### config.mk
export PLATFORM = sky130hd
export DESIGN_NAME = seq_watchdog
export DESIGN_NICKNAME = d
export VERILOG_FILES = /design/src/rtl/seq_wdt_pkg.sv /design/src/rtl/seq_wdt_prescaler.sv /design/src/rtl/seq_wdt_feed_seq.sv /design/src/rtl/seq_wdt_downcount.sv /design/src/rtl/seq_watchdog.sv
export SDC_FILE = /design/constraint.sdc
export NUM_CORES = 1
export LEC_CHECK = 0
export BUFFER_PORTS_ARGS = -buffer_cell sky130_fd_sc_hd__buf_2
export CAP_MARGIN = 30
export CORE_ASPECT_RATIO = 1.2
export CORE_MARGIN = 2
export CORE_UTILIZATION = 51
export CTS_BUF_LIST = sky130_fd_sc_hd__clkbuf_2
export DETAILED_ROUTE_END_ITERATION = 16
export PLACE_DENSITY = 0.78
export SKIP_LAST_GASP = 1
export SLEW_MARGIN = 30
export SYNTH_ARGS = -nofsm -noshare
export SYNTH_HDL_FRONTEND = slang
export SYNTH_SLANG_ARGS = --single-unit
### constraint.sdc
create_clock -name clk -period 2.32 [get_ports clk]
set_input_delay 0.464 -clock clk [delete_from_list [all_inputs] [get_ports clk]]
set_output_delay 0.464 -clock clk [all_outputs]
set_load 0.05 [all_outputs]
### src/rtl/seq_wdt_pkg.sv
package seq_wdt_pkg;

  typedef enum logic {
    FS_IDLE   = 1'b0,
    FS_PRIMED = 1'b1
  } feed_state_t;

  localparam int unsigned OFS_CTRL   = 'h0;
  localparam int unsigned OFS_RELOAD = 'h4;
  localparam int unsigned OFS_KEY    = 'h8;
  localparam int unsigned OFS_COUNT  = 'hC;

  localparam int unsigned KEY_FIRST  = 'hAA;
  localparam int unsigned KEY_SECOND = 'h55;

  localparam int unsigned CB_RUN   = 0;
  localparam int unsigned CB_PERM  = 1;
  localparam int unsigned CB_FLAG  = 2;
  localparam int unsigned CTRL_W   = 3;

endpackage

### src/rtl/seq_wdt_prescaler.sv
module seq_wdt_prescaler #(
  parameter int unsigned PRESCALE = 4
) (
  input  logic clk,
  input  logic rst_n,
  input  logic restart,
  output logic tick
);
  localparam int unsigned DIV_W = (PRESCALE > 1) ? $clog2(PRESCALE) : 1;
  localparam logic [DIV_W-1:0] LAST = DIV_W'(PRESCALE - 1);

  logic [DIV_W-1:0] phase_q;

  function automatic logic [DIV_W-1:0] next_phase(input logic [DIV_W-1:0] p);
    return (p == LAST) ? '0 : p + DIV_W'(1);
  endfunction

  always_ff @(posedge clk or negedge rst_n) begin
    if (!rst_n)       phase_q <= '0;
    else if (restart) phase_q <= '0;
    else              phase_q <= next_phase(phase_q);
  end

  assign tick = (phase_q == LAST);
endmodule

### src/rtl/seq_wdt_feed_seq.sv
module seq_wdt_feed_seq
  import seq_wdt_pkg::*;
#(
  parameter int unsigned DATA_W = 32
) (
  input  logic              clk,
  input  logic              rst_n,
  input  logic              wr_key,
  input  logic              wr_other,
  input  logic [DATA_W-1:0] wdata,
  output logic              feed_ok,
  output logic              feed_bad
);
  feed_state_t st_q, st_d;

  function automatic logic is_word(input logic [DATA_W-1:0] d, input int unsigned k);
    return d == DATA_W'(k);
  endfunction

  always_comb begin
    st_d     = st_q;
    feed_ok  = 1'b0;
    feed_bad = 1'b0;
    unique case (st_q)
      FS_IDLE: begin
        if (wr_key && is_word(wdata, KEY_FIRST)) st_d = FS_PRIMED;
      end
      FS_PRIMED: begin
        if (wr_key) begin
          feed_ok  = is_word(wdata, KEY_SECOND);
          feed_bad = !is_word(wdata, KEY_SECOND);
          st_d     = FS_IDLE;
        end else if (wr_other) begin
          feed_bad = 1'b1;
          st_d     = FS_IDLE;
        end
      end
      default: st_d = FS_IDLE;
    endcase
  end

  always_ff @(posedge clk or negedge rst_n) begin
    if (!rst_n) st_q <= FS_IDLE;
    else        st_q <= st_d;
  end
endmodule

### src/rtl/seq_wdt_downcount.sv
module seq_wdt_downcount #(
  parameter int unsigned CNT_W    = 24,
  parameter int unsigned INIT_VAL = 255
) (
  input  logic             clk,
  input  logic             rst_n,
  input  logic             run,
  input  logic             tick,
  input  logic             load,
  input  logic [CNT_W-1:0] load_val,
  output logic [CNT_W-1:0] count,
  output logic             expire
);
  logic [CNT_W-1:0] cnt_q;

  function automatic logic [CNT_W-1:0] step(
    input logic [CNT_W-1:0] c, input logic ld, input logic ex,
    input logic adv, input logic [CNT_W-1:0] rv);
    if (ld || ex) return rv;
    if (adv)      return c - CNT_W'(1);
    return c;
  endfunction

  assign expire = run && tick && (cnt_q == '0);

  always_ff @(posedge clk or negedge rst_n) begin
    if (!rst_n) cnt_q <= CNT_W'(INIT_VAL);
    else        cnt_q <= step(cnt_q, load, expire, run && tick, load_val);
  end

  assign count = cnt_q;
endmodule

### src/rtl/seq_watchdog.sv
module seq_watchdog
  import seq_wdt_pkg::*;
#(
  parameter int unsigned ADDR_W   = 4,
  parameter int unsigned DATA_W   = 32,
  parameter int unsigned CNT_W    = 24,
  parameter int unsigned PRESCALE = 4,
  parameter int unsigned TC_FLOOR = 255
) (
  input  logic              clk,
  input  logic              rst_n,
  input  logic [ADDR_W-1:0] bus_addr,
  input  logic              bus_we,
  input  logic [DATA_W-1:0] bus_wdata,
  output logic [DATA_W-1:0] bus_rdata,
  output logic              rst_req
);
  localparam logic [CNT_W-1:0] FLOOR_V = CNT_W'(TC_FLOOR);

  logic sel_ctrl, sel_reload, sel_key, sel_count;
  logic wr_ctrl, wr_reload, wr_key, wr_other;
  logic run_q, perm_q, flag_q, armed;
  logic [CNT_W-1:0] tc_q;
  logic [CNT_W-1:0] count;
  logic tick, feed_ok, feed_bad, expire;
  logic rst_req_q;

  assign sel_ctrl   = (bus_addr == ADDR_W'(OFS_CTRL));
  assign sel_reload = (bus_addr == ADDR_W'(OFS_RELOAD));
  assign sel_key    = (bus_addr == ADDR_W'(OFS_KEY));
  assign sel_count  = (bus_addr == ADDR_W'(OFS_COUNT));

  assign wr_ctrl   = bus_we && sel_ctrl;
  assign wr_reload = bus_we && sel_reload;
  assign wr_key    = bus_we && sel_key;
  assign wr_other  = bus_we && !sel_key;

  function automatic logic [CNT_W-1:0] clamp_reload(input logic [DATA_W-1:0] d);
    logic [CNT_W-1:0] v;
    v = d[CNT_W-1:0];
    return (v < FLOOR_V) ? FLOOR_V : v;
  endfunction

  function automatic logic lock_bit(input logic locked, input logic cur, input logic wr);
    return locked ? (cur | wr) : wr;
  endfunction

  seq_wdt_prescaler #(.PRESCALE(PRESCALE)) u_pre (
    .clk(clk), .rst_n(rst_n), .restart(feed_ok), .tick(tick)
  );

  seq_wdt_feed_seq #(.DATA_W(DATA_W)) u_seq (
    .clk(clk), .rst_n(rst_n), .wr_key(wr_key), .wr_other(wr_other),
    .wdata(bus_wdata), .feed_ok(feed_ok), .feed_bad(feed_bad)
  );

  seq_wdt_downcount #(.CNT_W(CNT_W), .INIT_VAL(TC_FLOOR)) u_cnt (
    .clk(clk), .rst_n(rst_n), .run(armed), .tick(tick), .load(feed_ok),
    .load_val(tc_q), .count(count), .expire(expire)
  );

  always_ff @(posedge clk or negedge rst_n) begin
    if (!rst_n) begin
      run_q  <= 1'b0;
      perm_q <= 1'b0;
      armed  <= 1'b0;
      tc_q   <= FLOOR_V;
    end else begin
      if (wr_ctrl) begin
        run_q  <= lock_bit(armed, run_q,  bus_wdata[CB_RUN]);
        perm_q <= lock_bit(armed, perm_q, bus_wdata[CB_PERM]);
      end
      if (wr_reload) tc_q <= clamp_reload(bus_wdata);
      if (feed_ok && run_q) armed <= 1'b1;
    end
  end

  always_ff @(posedge clk or negedge rst_n) begin
    if (!rst_n)                        flag_q <= 1'b0;
    else if (expire && perm_q)         flag_q <= 1'b1;
    else if (wr_ctrl && !bus_wdata[CB_FLAG]) flag_q <= 1'b0;
  end

  always_ff @(posedge clk or negedge rst_n) begin
    if (!rst_n) rst_req_q <= 1'b0;
    else        rst_req_q <= armed && perm_q && (expire || feed_bad);
  end
  assign rst_req = rst_req_q;

  always_comb begin
    bus_rdata = '0;
    if (sel_ctrl)   bus_rdata = DATA_W'({flag_q, perm_q, run_q});
    if (sel_reload) bus_rdata = DATA_W'(tc_q);
    if (sel_count)  bus_rdata = DATA_W'(count);
  end
endmodule

==> results.md <==
- Reg-to-Reg End: u_cnt.count[9]
- Final Critical Period: about 2.2 ns
- Routed wire length: 7290 um
- RSZ-0062 raised after global routing: no
- Syn Area/Cell: roughly 11 um2
- Vias per inst: 5.44
- Setup Crit Path Kind: reg -> reg
- DRT Pass-1 Iters: 4
- Inserted Diodes: 0
- Area grow syn2layout: 17.5%
- Multi-input logic area: 1860 um2
- Final nets: 428
- Pleak: 1.94 nW
- Vias in the first global route: 2552
- Worst slew pin tran: around 0.62 ns
- All-layer global routing usage: 21.6%
- Placed cell areas: 3860 um2
- Worst vdd ir: 0.000303 V
- Clock Sinks: between 50 and 60
- Worst Skew: 0.0137 ns
- Die height: a little over 90 um
- Reg2reg start: u_cnt.count[8]
- Largest net degree at the start of global routing: 32
- Worst setup path start: u_cnt.count[8]
- Detailed Route Iter0 Violations: around 130
- Final Max Slew Viols: 0
- CP endpoint: u_cnt.count[9]
- R2r setup slk: 0.16 ns
- DR vias: 2570
- TritonCTS clock tree: yes
- Post-synth EDFFs: 0
- Starting Density: a little over half
- CP Launch Type: register
- Hold Violations, Final: 0
- Hold Startpoint: bus_we
- Final GP Congestion: 0.852
- Primary FF master, synth: dfrtp_1
- GR peak layer: met2
- Period utilisation layout: 93.1%
- Post-CTS Setup Inserts: 0
- Rel. slew slack: 58.4%
- DP Cell Count: 462
- CORE AREA: 6370 um2
- Grt met3 use: 3.41%
- DP HPWL: 5380 um
- Grt met1 use: 28.2%
- CP max FO: 12
- I/O pin cnt: 72
- DRC: 0
- R2R cell count: 5
- Post-Syn Area: 3330 um2
- # fillers: around 560
- H-tree depth: 2
- MaxCap Viol Count: 0
- Distinct cell type count after synthesis: between 40 and 50
- First-pass GRT wire length: 12300 um
- Global route overflow: 0
- CTS buffer count: 5
- FF+latch area: around 1400 um2
- FFs w/ async S/R, synth: 100%
- Final Cell Area: 3920 um2
- # port buffers: 63
- Critical Path AT: 2.51 ns
- Die area: 7200 um2
- Clock root cell: clkbuf_2
- Synth warn: 0
- Worst-Skew Late Latency: 0.43 ns
- Worst setup EP type: register
- Final WS setup: between 0.15 and 0.2 ns
- Wire per inst: 15.4 um
- CTS Buffer Depth: 2
- Initial antenna violation count: 0
- Req. time, crit path: between 2 and 3 ns
- Met2 usage: 36.6%
- Seq/Total Area, Yosys: 42.6%
- Outcome: finished clean
- # rows: 32
- Post-synthesis cell count: 307
- ANT nets after route: 0
- Reg clk slew, reported paths: 0.25 ns
- Final Non-Filler Cells: 472
- Fmax achieved: 0.463 GHz
- PwrDens: just under 500 nW/um2
- Die Wd: 77.8 um
- Place WS: -0.130 ns
- Final setup viols: 0
- #FFs+latches synth: 56
- Hold crit path type: in -> reg
- Layout cell share with drive strength beyond 1: 42.4%
[cells by family after synthesis]
| logic type | share of synthesized area (%) |
|---|---|
| AO/OA/AOI/OAI | 4.09 |
| XOR/XNOR | 5.78 |
| adder cells (fa/ha/maj) | 1.13 |
| buffers and inverters | 3.83 |
| flip-flops | 42.6 |
| multiplexers | 22.4 |
| other | 0.112 |
| AND/OR/NAND/NOR | 20.1 |
[sequential cells by signal, summed over array words and instances (netlist names)]
register / flops
armed: 1
u_pre.phase_q: 2
u_cnt.count: 24
rst_req: 1
u_seq.st_q: 1
tc_q: 24
perm_q: 1
run_q: 1
flag_q: 1
[worst max-delay path, cell delays in order, from the launching register on]
cell	delay, ns
dfrtp_1	0.49
or4_4	0.56
nor4b_4	0.26
and4_4	0.32
nor2_4	0.12
mux2_4	0.33
[worst min-delay path by stage]
| stage | end | slack, ns | depth (start not counted) |
|---|---|---|---|
| CTS | u_seq.st_q | 0.16 | 2 |
| floorplan | armed | 0.17 | 0 |
| global route | u_seq.st_q | 0.14 | 2 |
| detailed placement | u_pre.phase_q[0] | 0.45 | 1 |
| global placement | u_pre.phase_q[0] | 0.42 | 1 |
| finish | u_seq.st_q | 0.20 | 2 |
[where the power goes]
| group | switching [mW] | internal [mW] |
|---|---|---|
| logic | 0.198 | 0.146 |
| clock network | 0.282 | 0.0725 |
| registers | 0.0878 | 1.10 |
| total | 0.568 | 1.32 |
[through the flow]
stage | hold slack (ns) | power (mW) | utilization, % | setup TNS [ns]
finish | 0.196 | 1.89 | 61.6 | 0
global route | 0.142 | 2.00 | 61.6 | 0
CTS | 0.158 | 1.91 | 61.5 | 0
detailed placement | 0.447 | 1.55 | 60.6 | -2.92
global placement | 0.423 | 1.54 | 60.6 | -3.15
floorplan | 0.168 | 1.43 | - | -1.52
[metal layers]
| layer | vias to the layer above | part of all wire, % |
|---|---|---|
| met1 | 1244 | 43 |
| met5 | - | 0 |
| met2 | 83 | 50 |
| met4 | 0 | 1.7 |
| li1 | 1233 | - |
| met3 | 10 | 5.5 |
[cells in the final DEF (no fill, tap or decap), drive strengths merged, types with 3 or more instances in the layout]
cell,n
nand4,3
xnor2,18
nand3b,5
o21ai,10
nor3,5
nand2,26
clkbuf,6
nand2b,3
nor4b,4
dfstp,16
nand3,7
or4,4
dfrtp,40
a21oi,3
buf,83
a221oi,3
nor2,43
conb,8
ha,3
nor4,8
mux2,40
xor2,4
mux2i,22
[area by class of cell]
| type | count | share of cell area (%) |
|---|---|---|
| Multi-Input combinational cell | 237 | 47.4 |
| Sequential cell | 56 | 36.3 |
| Timing Repair Buffer | 84 | 12.5 |
| Tap cell | 85 | 2.71 |
| Clock buffer | 6 | 0.766 |
| Clock inverter | 2 | 0.192 |
| Inverter | 2 | 0.192 |
[cell usage after synthesis, drive strengths merged (2+ instances only)]
cell type / count / area [um2]
nor2: 42 / 165
dfrtp: 40 / 1000
mux2: 40 / 526
nand2: 26 / 97.6
mux2i: 22 / 220
xnor2: 18 / 158
dfstp: 16 / 420
buf: 12 / 90.1
o21ai: 10 / 50.1
clkbuf: 8 / 30.0
nor4: 8 / 50.1
nand3: 7 / 35.0
nand3b: 5 / 37.5
nor3: 5 / 41.3
nor4b: 4 / 65.1
or4: 4 / 33.8
xor2: 4 / 35.0
a21oi: 3 / 15.0
a221oi: 3 / 26.3
ha: 3 / 37.5
nand2b: 3 / 18.8
nand4: 3 / 18.8
a22o: 2 / 17.5
and2: 2 / 12.5
and4: 2 / 20.0
inv: 2 / 7.51
nand4b: 2 / 17.5
nor2b: 2 / 12.5
nor4bb: 2 / 20.0
[what timing repair did]
action | in CTS | in global routing
endpoints found under the hold margin | 8 | 0
gates cloned | 1 | 0
resized for setup | 0 | 1
pin swaps | 1 | 0
hold buffers | 1 | 0
endpoints found under the setup margin | 10 | 12
Power figures use the tool's default switching activity.
